### config.mk
export PLATFORM = sky130hd
export DESIGN_NAME = adr_route_decoder
export DESIGN_NICKNAME = d
export VERILOG_FILES = /design/src/rtl/adr_route_pkg.sv /design/src/rtl/adr_window_match.sv /design/src/rtl/adr_overlap_scan.sv /design/src/rtl/adr_route_pick.sv /design/src/rtl/adr_route_decoder.sv
export SDC_FILE = /design/constraint.sdc
export NUM_CORES = 1
export LEC_CHECK = 0
export BUFFER_PORTS_ARGS = -buffer_cell sky130_fd_sc_hd__buf_2
export CAP_MARGIN = 20
export CORE_UTILIZATION = 35
export DETAILED_ROUTE_END_ITERATION = 8
export PLACE_DENSITY = 0.66
export SLEW_MARGIN = 20
export SYNTH_ARGS = -nofsm -noshare
export SYNTH_HDL_FRONTEND = slang
export SYNTH_SLANG_ARGS = --single-unit
### constraint.sdc
create_clock -name vclk -period 4.8
set_clock_uncertainty 0.2 [all_clocks]
set_input_delay 0.48 -clock vclk [all_inputs]
set_output_delay 0.48 -clock vclk [all_outputs]
set_load 0.05 [all_outputs]
### src/rtl/adr_route_pkg.sv
package adr_route_pkg;

  localparam int SZ_W = 6;

  typedef enum logic [1:0] {
    INIT_CPU = 2'd0,
    INIT_PCI = 2'd1,
    INIT_ISA = 2'd2,
    INIT_ISA_ALT = 2'd3
  } init_t;

  // Keep-mask of a size-aligned window; sizes at or above the width give zero.
  function automatic logic [63:0] win_mask(input logic [SZ_W-1:0] szlog);
    return {64{1'b1}} << szlog;
  endfunction

  function automatic logic win_hit(input logic [63:0] addr, input logic [63:0] base,
                                   input logic [SZ_W-1:0] szlog);
    return ((addr ^ base) & win_mask(szlog)) == 64'd0;
  endfunction

  // Two aligned windows meet iff they agree above the larger of the two sizes.
  function automatic logic win_overlap(input logic [63:0] b1, input logic [SZ_W-1:0] s1,
                                       input logic [63:0] b2, input logic [SZ_W-1:0] s2);
    return ((b1 ^ b2) & win_mask(s1) & win_mask(s2)) == 64'd0;
  endfunction

endpackage

### src/rtl/adr_window_match.sv
module adr_window_match
  import adr_route_pkg::*;
#(
  parameter int AW = 32
) (
  input  logic [AW-1:0]   addr,
  input  logic [AW-1:0]   base,
  input  logic [SZ_W-1:0] szlog,
  input  logic            en,
  output logic            hit
);
  logic [63:0] addr_x;
  logic [63:0] base_x;
  logic [63:0] mask_x;

  assign addr_x = 64'(addr);
  assign base_x = 64'(base);
  // Bits above the address width are ignored, so a huge size spans all space.
  assign mask_x = win_mask(szlog) & ((64'd1 << AW) - 64'd1);
  assign hit    = en && (((addr_x ^ base_x) & mask_x) == 64'd0);
endmodule

### src/rtl/adr_overlap_scan.sv
module adr_overlap_scan
  import adr_route_pkg::*;
#(
  parameter int AW = 32,
  parameter int NP = 2,
  parameter int APIC_LOG2 = 12
) (
  input  logic [AW-1:0]      ioapic_base,
  input  logic [NP*AW-1:0]   pci_base,
  input  logic [NP*SZ_W-1:0] pci_szlog,
  input  logic [NP-1:0]      pci_en,
  input  logic [AW-1:0]      ram_limit,
  output logic               overlap
);
  localparam logic [SZ_W-1:0] APIC_SZ = SZ_W'(APIC_LOG2);

  logic [NP-1:0] pci_clash;
  logic          ram_clash;

  for (genvar i = 0; i < NP; i++) begin : g_win
    logic [63:0] wmask;
    assign wmask = win_mask(APIC_SZ) & win_mask(pci_szlog[i*SZ_W +: SZ_W])
                   & ((64'd1 << AW) - 64'd1);
    assign pci_clash[i] = pci_en[i] &&
      (((64'(ioapic_base) ^ 64'(pci_base[i*AW +: AW])) & wmask) == 64'd0);
  end

  // RAM starts at zero, so the window meets it iff its base lies below the limit.
  assign ram_clash = ioapic_base < ram_limit;
  assign overlap   = ram_clash || (|pci_clash);
endmodule

### src/rtl/adr_route_pick.sv
module adr_route_pick
  import adr_route_pkg::*;
#(
  parameter int NP = 2
) (
  input  logic          valid,
  input  logic [1:0]    init,
  input  logic          io,
  input  logic          smm,
  input  logic          smram_open,
  input  logic          hit_lapic,
  input  logic          hit_smram,
  input  logic          hit_ioapic,
  input  logic          hit_vid,
  input  logic [NP-1:0] hit_pci,
  input  logic          hit_ram,
  output logic          sel_lapic,
  output logic          sel_smram,
  output logic          sel_ioapic,
  output logic          sel_pci,
  output logic [NP-1:0] pci_win,
  output logic          sel_ram,
  output logic          sel_io,
  output logic          err
);
  logic is_cpu;
  logic is_isa;

  always_comb begin
    is_cpu     = init_t'(init) == INIT_CPU;
    is_isa     = (init_t'(init) == INIT_ISA) || (init_t'(init) == INIT_ISA_ALT);
    sel_lapic  = 1'b0;
    sel_smram  = 1'b0;
    sel_ioapic = 1'b0;
    sel_pci    = 1'b0;
    pci_win    = '0;
    sel_ram    = 1'b0;
    sel_io     = 1'b0;
    err        = 1'b0;
    if (valid) begin
      if (io)                                          sel_io = 1'b1;
      else if (is_cpu && hit_lapic)                    sel_lapic = 1'b1;
      else if (is_cpu && hit_smram && (smm || smram_open)) sel_smram = 1'b1;
      else if (!is_isa && hit_ioapic)                  sel_ioapic = 1'b1;
      else if (hit_vid) begin
        if (is_cpu && smm) sel_ram = 1'b1;
        else               sel_pci = 1'b1;
      end else if (|hit_pci) begin
        sel_pci = 1'b1;
        pci_win = hit_pci & (~hit_pci + NP'(1));
      end else if (hit_ram)                            sel_ram = 1'b1;
      else                                             err = 1'b1;
    end

    p_one_target_r1: assert (valid
        ? $onehot({sel_lapic, sel_smram, sel_ioapic, sel_pci, sel_ram, sel_io, err})
        : ({sel_lapic, sel_smram, sel_ioapic, sel_pci, sel_ram, sel_io, err, pci_win} == '0))
      else $error("route select is not one-hot");
    p_smram_gate_r3: assert (!sel_smram || (hit_smram && is_cpu && (smm || smram_open)))
      else $error("SMM RAM reached without unlock");
    p_no_lapic_r5: assert (!sel_lapic || is_cpu)
      else $error("bus master reached the local APIC");
    p_isa_reach_r6: assert (!is_isa || !(sel_ioapic || sel_lapic))
      else $error("ISA master reached an APIC");
    p_pci_win_r10: assert ($onehot0(pci_win) && ((pci_win & ~hit_pci) == '0)
                           && (sel_pci || (pci_win == '0)))
      else $error("PCI window select inconsistent");
  end
endmodule

### src/rtl/adr_route_decoder.sv
module adr_route_decoder
  import adr_route_pkg::*;
#(
  parameter int AW = 32,
  parameter int NP = 2,
  parameter int APIC_LOG2 = 12,
  parameter int PORT_W = 16
) (
  input  logic               acc_valid,
  input  logic [AW-1:0]      acc_addr,
  input  logic [1:0]         acc_init,
  input  logic               acc_io,
  input  logic               acc_smm,
  input  logic               smram_open,
  input  logic [AW-1:0]      lapic_base,
  input  logic [AW-1:0]      ioapic_base,
  input  logic [NP*AW-1:0]   pci_base,
  input  logic [NP*SZ_W-1:0] pci_szlog,
  input  logic [NP-1:0]      pci_en,
  input  logic [AW-1:0]      ram_limit,
  input  logic [AW-1:0]      smram_base,
  input  logic [SZ_W-1:0]    smram_szlog,
  input  logic [AW-1:0]      vid_base,
  input  logic [SZ_W-1:0]    vid_szlog,
  output logic               sel_lapic,
  output logic               sel_smram,
  output logic               sel_ioapic,
  output logic               sel_pci,
  output logic [NP-1:0]      pci_win,
  output logic               sel_ram,
  output logic               sel_io,
  output logic [PORT_W-1:0]  io_port,
  output logic               acc_err,
  output logic               cfg_overlap
);
  localparam logic [SZ_W-1:0] APIC_SZ = SZ_W'(APIC_LOG2);

  logic          hit_lapic;
  logic          hit_ioapic;
  logic          hit_smram;
  logic          hit_vid;
  logic [NP-1:0] hit_pci;
  logic          hit_ram;

  adr_window_match #(.AW(AW)) u_lapic (
    .addr(acc_addr), .base(lapic_base), .szlog(APIC_SZ), .en(1'b1), .hit(hit_lapic));
  adr_window_match #(.AW(AW)) u_ioapic (
    .addr(acc_addr), .base(ioapic_base), .szlog(APIC_SZ), .en(1'b1), .hit(hit_ioapic));
  adr_window_match #(.AW(AW)) u_smram (
    .addr(acc_addr), .base(smram_base), .szlog(smram_szlog), .en(1'b1), .hit(hit_smram));
  adr_window_match #(.AW(AW)) u_vid (
    .addr(acc_addr), .base(vid_base), .szlog(vid_szlog), .en(1'b1), .hit(hit_vid));

  for (genvar i = 0; i < NP; i++) begin : g_pci
    adr_window_match #(.AW(AW)) u_win (
      .addr (acc_addr),
      .base (pci_base[i*AW +: AW]),
      .szlog(pci_szlog[i*SZ_W +: SZ_W]),
      .en   (pci_en[i]),
      .hit  (hit_pci[i]));
  end

  assign hit_ram = acc_addr < ram_limit;
  assign io_port = acc_valid && acc_io ? acc_addr[PORT_W-1:0] : '0;

  adr_route_pick #(.NP(NP)) u_pick (
    .valid(acc_valid), .init(acc_init), .io(acc_io), .smm(acc_smm),
    .smram_open(smram_open), .hit_lapic(hit_lapic), .hit_smram(hit_smram),
    .hit_ioapic(hit_ioapic), .hit_vid(hit_vid), .hit_pci(hit_pci), .hit_ram(hit_ram),
    .sel_lapic(sel_lapic), .sel_smram(sel_smram), .sel_ioapic(sel_ioapic),
    .sel_pci(sel_pci), .pci_win(pci_win), .sel_ram(sel_ram), .sel_io(sel_io),
    .err(acc_err));

  adr_overlap_scan #(.AW(AW), .NP(NP), .APIC_LOG2(APIC_LOG2)) u_scan (
    .ioapic_base(ioapic_base), .pci_base(pci_base), .pci_szlog(pci_szlog),
    .pci_en(pci_en), .ram_limit(ram_limit), .overlap(cfg_overlap));
endmodule

# After elaboration in Yosys (flattened, before gate mapping)
# Index checks and enable logic that the tools add are counted.
dict set report word_totals {
  reg_bits 0
  word_cells 97
}
dict set report op_classes {
  addsub 1
  magnitude_cmp 2
  eq_ne 2
  shifts 4
  mux 47
  bitwise_logic 16
  n_reduce_logical 25
}
# operator n
set ops {}
lappend ops {{64-bit logical NOT} 8}
lappend ops {{64-bit by 32-bit bitwise AND with 64-bit output} 6}
lappend ops {{64-bit by 6-bit left shift with 32-bit output (first input constant)} 4}
lappend ops {{32-bit bitwise XOR} 8}
lappend ops {{32-bit less-than comparator} 2}
lappend ops {{1-bit two-way mux} 39}
lappend ops {{16-bit two-way mux} 1}
lappend ops {{2-bit two-way mux} 7}
lappend ops {{1-bit logical AND} 10}
lappend ops {{2-bit equality test (second input constant)} 2}
lappend ops {{2-bit OR reduction} 2}
lappend ops {{1-bit logical OR} 3}
lappend ops {{2-bit by 1-bit adder with 2-bit output (second input constant)} 1}
lappend ops {{2-bit bitwise AND} 1}
lappend ops {{2-bit logical NOT} 1}
lappend ops {{2-bit NOT} 1}
lappend ops {{1-bit logical NOT} 1}

# Longest topological paths before layout
# Gate-level depths: netlist of run 1.
dict set report logic_depth {
  ltp_word 14
  depth_mapped 10
  depth_no_buf 10
}

# Modules after synthesis
# From an unflattened synthesis of run 1, not the netlist that was laid out.
dict set report unflattened {
  cells_unflattened 946
  area_unflattened_um2 6711.4
}
# module n_inst cells_per_inst area_each_um2 seq_area_each_um2
set by_module_without_submodules {}
lappend by_module_without_submodules {adr_window_match 6 95 673.1 0.0}
lappend by_module_without_submodules {adr_overlap_scan 1 223 1622.8 0.0}
lappend by_module_without_submodules {adr_route_decoder 1 131 895.9 0.0}
lappend by_module_without_submodules {adr_route_pick 1 22 153.9 0.0}

# Worst setup path before layout of run 1
# OpenSTA, ideal clock, no wires.
dict set report synth_timing {
  kind {input-to-output}
  from {in ram_limit[1]}
  to {out cfg_overlap}
  t_arrival_ns 3.456
  t_required_ns 4.120
  slack_ns 0.664
  path_stages 9
  n_path_buf 0
  cell_sequence {inv_1 > ha_1 > a21o_1 > a211o_1 > o2111ai_1 > a21oi_1 > o21ai_0 > a311oi_1 > o311ai_0}
}
dict set report synth_between {
  elab_chain_cells 2
}
# item line
set synth_lines {}
lappend synth_lines {{start: declaration} adr_route_decoder.sv:20} ;# input logic [AW-1:0] ram_limit,
lappend synth_lines {{32-bit less-than comparator} adr_overlap_scan.sv:29} ;# assign ram_clash = ioapic_base < ram_limit;
lappend synth_lines {{1-bit logical OR} adr_overlap_scan.sv:30} ;# assign overlap = ram_clash || (|pci_clash);
lappend synth_lines {{end: declaration} adr_route_decoder.sv:34} ;# output logic cfg_overlap
# Every way passes these cells.

# Worst setup path in the final report of run 1
dict set report layout_timing {
  from {in pci_szlog[2]}
  to {out sel_pci}
}
dict set report layout_between {
  elab_chain_cells 12
}
# item line
set layout_lines {}
lappend layout_lines {{start: declaration} adr_route_decoder.sv:18} ;# input logic [NP*SZ_W-1:0] pci_szlog,
lappend layout_lines {{64-bit by 6-bit left shift with 32-bit output} adr_route_pkg.sv:14} ;# return {64{1'b1}} << szlog;
lappend layout_lines {{64-bit by 32-bit bitwise AND with 64-bit output} adr_window_match.sv:20} ;# assign hit = en && (((addr_x ^ base_x) & mask_x) == 64'd0);
lappend layout_lines {{64-bit logical NOT} adr_window_match.sv:20}
lappend layout_lines {{1-bit logical AND} adr_window_match.sv:20}
lappend layout_lines {{2-bit OR reduction} adr_route_pick.sv:48} ;# end else if (|hit_pci) begin
lappend layout_lines {{1-bit two-way mux} adr_route_pick.sv:48}
lappend layout_lines {{1-bit two-way mux} adr_route_pick.sv:45} ;# else if (hit_vid) begin
lappend layout_lines {{1-bit two-way mux} adr_route_pick.sv:44} ;# else if (!is_isa && hit_ioapic) sel_ioapic = 1'b1;
lappend layout_lines {{1-bit two-way mux} adr_route_pick.sv:43} ;# else if (is_cpu && hit_smram && (smm || smram_open)) sel_smram = 1'b1;
lappend layout_lines {{1-bit two-way mux} adr_route_pick.sv:42} ;# else if (is_cpu && hit_lapic) sel_lapic = 1'b1;
lappend layout_lines {{1-bit two-way mux} adr_route_pick.sv:41} ;# if (io) sel_io = 1'b1;
lappend layout_lines {{1-bit two-way mux} adr_route_pick.sv:40} ;# if (valid) begin
lappend layout_lines {{end: declaration} adr_route_decoder.sv:28} ;# output logic sel_pci,
# Every way passes these cells.

==> flow_summary.json, run 1 <==
{
  "grt_pass1_vias": 6371,
  "post-route-util_pct": 45.6,
  "synth_top_area_share_pct": 19.8,
  "fin_area_um2": 6980,
  "grt_first_pass_wirelength_mm": 36.3,
  "n_clock_buffer": 0,
  "vias": 6748,
  "cap_violations": 0,
  "syn_inst": 773,
  "rsz0062_at_grt": "no",
  "synthToLayoutAreaGrowth_pct": 26.3,
  "die_y_um": 128,
  "antenna_found_initial": 6,
  "start_kind": "primary input",
  "final_layout_size_suffix_gt1_share_pct": 30.8,
  "grt_max_degree": 21,
  "synth_top_family_by_area": "XOR/XNOR gates",
  "synth_cell_types": 69,
  "nFillCells": 1684,
  "dp_hpwl_mm": 20.6,
  "io_buffers": 302,
  "ant_nets": 0,
  "nets": 1365,
  "rows": 45,
  "drc_errors": 0,
  "synth-compound-area-share_pct": 26.7,
  "fmaxAchievable_mhz": 271,
  "start_util_pct": 36.1,
  "routed_wirelength_mm": 24.7,
  "peakVddDrop_uv": 56.2,
  "ctsResizeCount": 0,
  "min_period_over_period_pct": 76.8,
  "crit_type": "primary input to output port",
  "hold_ws_ps": 1200,
  "seq_cells": 0,
  "dr.pass1.iters": 5,
  "p_per_area_nw_per_um2": 99.2,
  "post_cts_buffers": 0,
  "syn_area_um2": 5530,
  "mostFrequentLayoutCells": "buf_2, xor2_1, xnor2_1",
  "wl_per_cell_um": 20.1,
  "status": "complete, no violations",
  "yosys.area.top_type": "xor2_1",
  "stdcell_count": 1228,
  "synth_area_leaders": "xor2_1, ha_1, xnor2_1",
  "final.setup.tns_ps": 0,
  "leakagePower_nw": 3.43,
  "dpl_cell_area_um2": 6970,
  "worst_pin_slew_ps": 665,
  "synth_xor_area_share_pct": 33.0,
  "slew_headroom_pct": 55.1,
  "placed_cells": 1224,
  "hold_buffers": 0,
  "fp.dieArea_um2": 16300,
  "yosysWarningCount": 0,
  "ios": 314,
  "crit_path_max_fanout": 17,
  "core_um2": 15300,
  "final_common_cell": "buf_2",
  "fin_crit_ps": 3690,
  "critPathRequiredTime_ps": 4120,
  "yosysSeqAreaShare_pct": 0,
  "slew_violations": 0,
  "seq_area_um2": 0,
  "grt_usage_pct": 29.4,
  "worstHoldPathType": "primary input to output port",
  "gp_congestion": 0.991,
  "hold_violations": 0,
  "endpoint_kind": "output port",
  "synth_simple_gate_area_share_pct": 17.3,
  "synthMuxAreaShare_pct": 0,
  "viasPerCell": 5.50,
  "avgSynthCellArea_um2": 7.15,
  "synth_fa_ha_area_share_pct": 14.4,
  "overflow": 0,
  "arrival_ps": 3010,
  "synth_nets": 1123,
  "fp.dieW_um": 128,
  "first_iter_violations": 368,
  "finalSetupViolCount": 0
}
## power by group
group	switching (mW)	internal, mW	leakage, nW
Clock	0	0.000000112	0.0000254
Sequential	0	0	0
Combinational	0.399	0.293	3.43
## path summary, 6_finish.rpt
path | from | cells past startpoint | endpoint
worst max-delay path | pci_szlog[2] | 9 | sel_pci
worst min-delay path | acc_smm | 4 | sel_ram
## worst max-delay path: stages
cell and delay [ps]:
buf_2 260, o211a_1 260, a21oi_1 100, a2111oi_0 600, nand4b_1 180, nor4_2 490, a211oi_2 120, nor3b_1 210
buf_2 290
## Yosys cell counts (all sizes together) (3+ instances only)
cell,number
a311oi,3
xor2,125
o22ai,5
clkbuf,12
nand4,24
nor3b,4
buf,50
nor4,11
o21a,7
a211oi,11
or3,5
nand2,37
nand3,17
a222oi,3
a21boi,3
a21oi,57
o21bai,3
a31oi,7
a211o,5
inv,39
a22oi,4
nor2b,5
and3,18
nor3,13
xnor2,83
o31ai,7
o32ai,4
ha,62
and2,5
o211a,4
a2111oi,6
a21o,14
o21ai,42
nor2,33
or2,4
a221oi,6
o211ai,5
## metrics by stage
stage | setup WS (ps) | power, mW
floorplan | 664 | 0.431
global placement | 1130 | 0.679
detailed placement | 1110 | 0.683
CTS | 1110 | 0.687
global route | 942 | 0.759
finish | 1110 | 0.692
## per-layer routing
metal | GRT usage, % | vias up | wire length (µm)
met5 | 0 | - | 22
met4 | 11.2 | 4 | 987
met3 | 2.92 | 53 | 1710
met2 | 52.0 | 335 | 11700
met1 | 36.8 | 3092 | 10300
li1 | - | 3264 | -
## cell families (layout without fill, tap and decap cells)
kind of cell             Yosys count  after routing
adder cells (fa/ha/maj)           64             64
AND/OR/NAND/NOR                  183            183
XOR/XNOR                         208            208
buffers and inverters            101            341
AO/OA/AOI/OAI                    217            217
other                              0              4
## area by class of cell
class	count	area [µm²]	share of cell area, %
diodes	4	10.0	0.143
well taps	211	264	3.78
repair buffers	302	1510	21.6
inverters	39	146	2.10
multi-input cells	672	5050	72.3
No activity file was read; power rests on OpenSTA's default activity.
==> run 2: changes to the inputs <==
- ABC_AREA: unset -> 1
- PLACE_DENSITY: 0.66 -> 0.67
- clock period: 4.8 -> 3.2 ns (I/O delays scaled with it)
==> flow_summary.json, run 2 <==
{
  "wl_per_cell_um": 16.9,
  "nets": 1743,
  "gp_congestion": 0.971,
  "synthToLayoutAreaGrowth_pct": 26.1,
  "synth_cell_types": 40,
  "grt_max_degree": 23,
  "mostFrequentLayoutCells": "nand2_1, buf_2, inv_1",
  "synth_top_family_by_area": "simple AND/OR/NAND/NOR gates",
  "stdcell_count": 1617,
  "arrival_ps": 2240,
  "slew_headroom_pct": 46.0,
  "fmaxAchievable_mhz": 363,
  "fin_crit_ps": 2760,
  "ys_top_cells_by_count": "nand2_1, inv_1, nor2_1, xor2_1, nand3_1",
  "post_cts_buffers": 0,
  "crit_type": "primary input to output port",
  "grt_usage_pct": 29.5,
  "dpl_cell_area_um2": 7740,
  "vias": 8082,
  "synth_area_leaders": "nand2_1, xor2_1, ha_1",
  "critical_path.most_common_cell": "nand2_1",
  "hold_violations": 0,
  "ant_nets": 0,
  "rsz0062_at_grt": "no",
  "fin_area_um2": 7740,
  "syn_inst": 1130,
  "slew_violations": 0,
  "yosys.area.top_type": "nand2_1",
  "min_period_over_period_pct": 86.1,
  "routed_wirelength_mm": 27.3,
  "seq_cells": 0,
  "yosysMostFrequentCell": "nand2_1",
  "dr.pass1.iters": 7,
  "status": "complete, no violations",
  "p_per_area_nw_per_um2": 144,
  "rows": 48,
  "grt_pass1_vias": 7569,
  "cap_violations": 0,
  "avgSynthCellArea_um2": 5.43,
  "synth-compound-area-share_pct": 11.6,
  "fp.dieW_um": 134,
  "final_common_cell": "nand2_1",
  "synth_fa_ha_area_share_pct": 12.6,
  "cpPeakStageDelay_ps": 250,
  "final_layout_size_suffix_gt1_share_pct": 23.1,
  "syn_area_um2": 6140,
  "crit_path_top_delay_cell": "nor2_2",
  "endpoint_kind": "output port",
  "path_buf_inv": 4,
  "antenna_found_initial": 2,
  "start_kind": "primary input",
  "crit_chain": "buf_2 > nand2_1 > nor2_1 > nand2_1 > nand3_1 > nand2_1 > inv_1 > nand2_1 > nor2_1 > nand3_1 > nor2_2 > nand3_1 > inv_1 > nand2_1 > nand2_1 > buf_2",
  "first_iter_violations": 461,
  "synth_nets": 1480,
  "yosysWarningCount": 0,
  "synth_xor_area_share_pct": 23.4,
  "synthMuxAreaShare_pct": 0,
  "overflow": 0,
  "placed_cells": 1616,
  "start_util_pct": 35.6,
  "finalSetupViolCount": 0,
  "worst_pin_slew_ps": 808,
  "seq_area_um2": 0,
  "crit_path_max_fanout": 14,
  "leakagePower_nw": 4.58,
  "grt_first_pass_wirelength_mm": 40.4,
  "yosysSeqAreaShare_pct": 0,
  "post-route-util_pct": 44.9,
  "die_y_um": 134,
  "cp_top_family": "simple AND/OR/NAND/NOR gates",
  "ios": 314,
  "n_clock_buffer": 0,
  "viasPerCell": 5.00,
  "critPathRequiredTime_ps": 2680,
  "hold_buffers": 0,
  "hold_ws_ps": 790,
  "io_buffers": 302,
  "ctsResizeCount": 0,
  "synth_top_area_share_pct": 19.3,
  "core_um2": 17200,
  "fp.dieArea_um2": 18100,
  "drc_errors": 0,
  "worstHoldPathType": "primary input to output port",
  "synth_simple_gate_area_share_pct": 40.4,
  "final.setup.tns_ps": 0,
  "peakVddDrop_uv": 96.0,
  "dp_hpwl_mm": 22.9
}
run 2: cells by family after synthesis:
kind of cell,count (synthesis)
buffers and inverters,183
AOI/OAI and AO/OA,128
adders and majority gates,62
and+or+nand+nor,593
xor gates and xnor gates,164
run 2: layout make-up:
| cell class | instances | area (µm²) |
|---|---|---|
| inverters | 139 | 522 |
| diodes | 1 | 2.50 |
| fillers | 2011 | 9490 |
| repair buffers | 305 | 1530 |
| multi-input cells | 947 | 5400 |
| well taps | 225 | 282 |
run 2: metrics by stage:
step | setup WS [ps] | total power [mW]
global placement | 467 | 1.09
floorplan | 314 | 0.673
CTS | 456 | 1.11
detailed placement | 465 | 1.10
global route | 154 | 1.24
finish | 444 | 1.11
run 2: report_power, final:
group / internal (mW) / switching (mW) / total (mW)
combinational: 0.433 / 0.680 / 1.11
clock: 0.0000000419 / 0 / 0.0000000419
sequential: 0 / 0 / 0
run 2: metal layers:
layer	up-vias	wire length, µm	track usage [%]
met3	48	2250	3.38
met1	3517	11500	37.6
li1	4127	-	-
met2	390	12700	51.3
met5	-	0	0
met4	0	846	9.61
run 2: path summary, 6_finish.rpt:
check | from | endpoint | slack (ps) | cells after the start
max | vid_szlog[3] | sel_ram | 440 | 16
min | acc_io | sel_lapic | 790 | 3
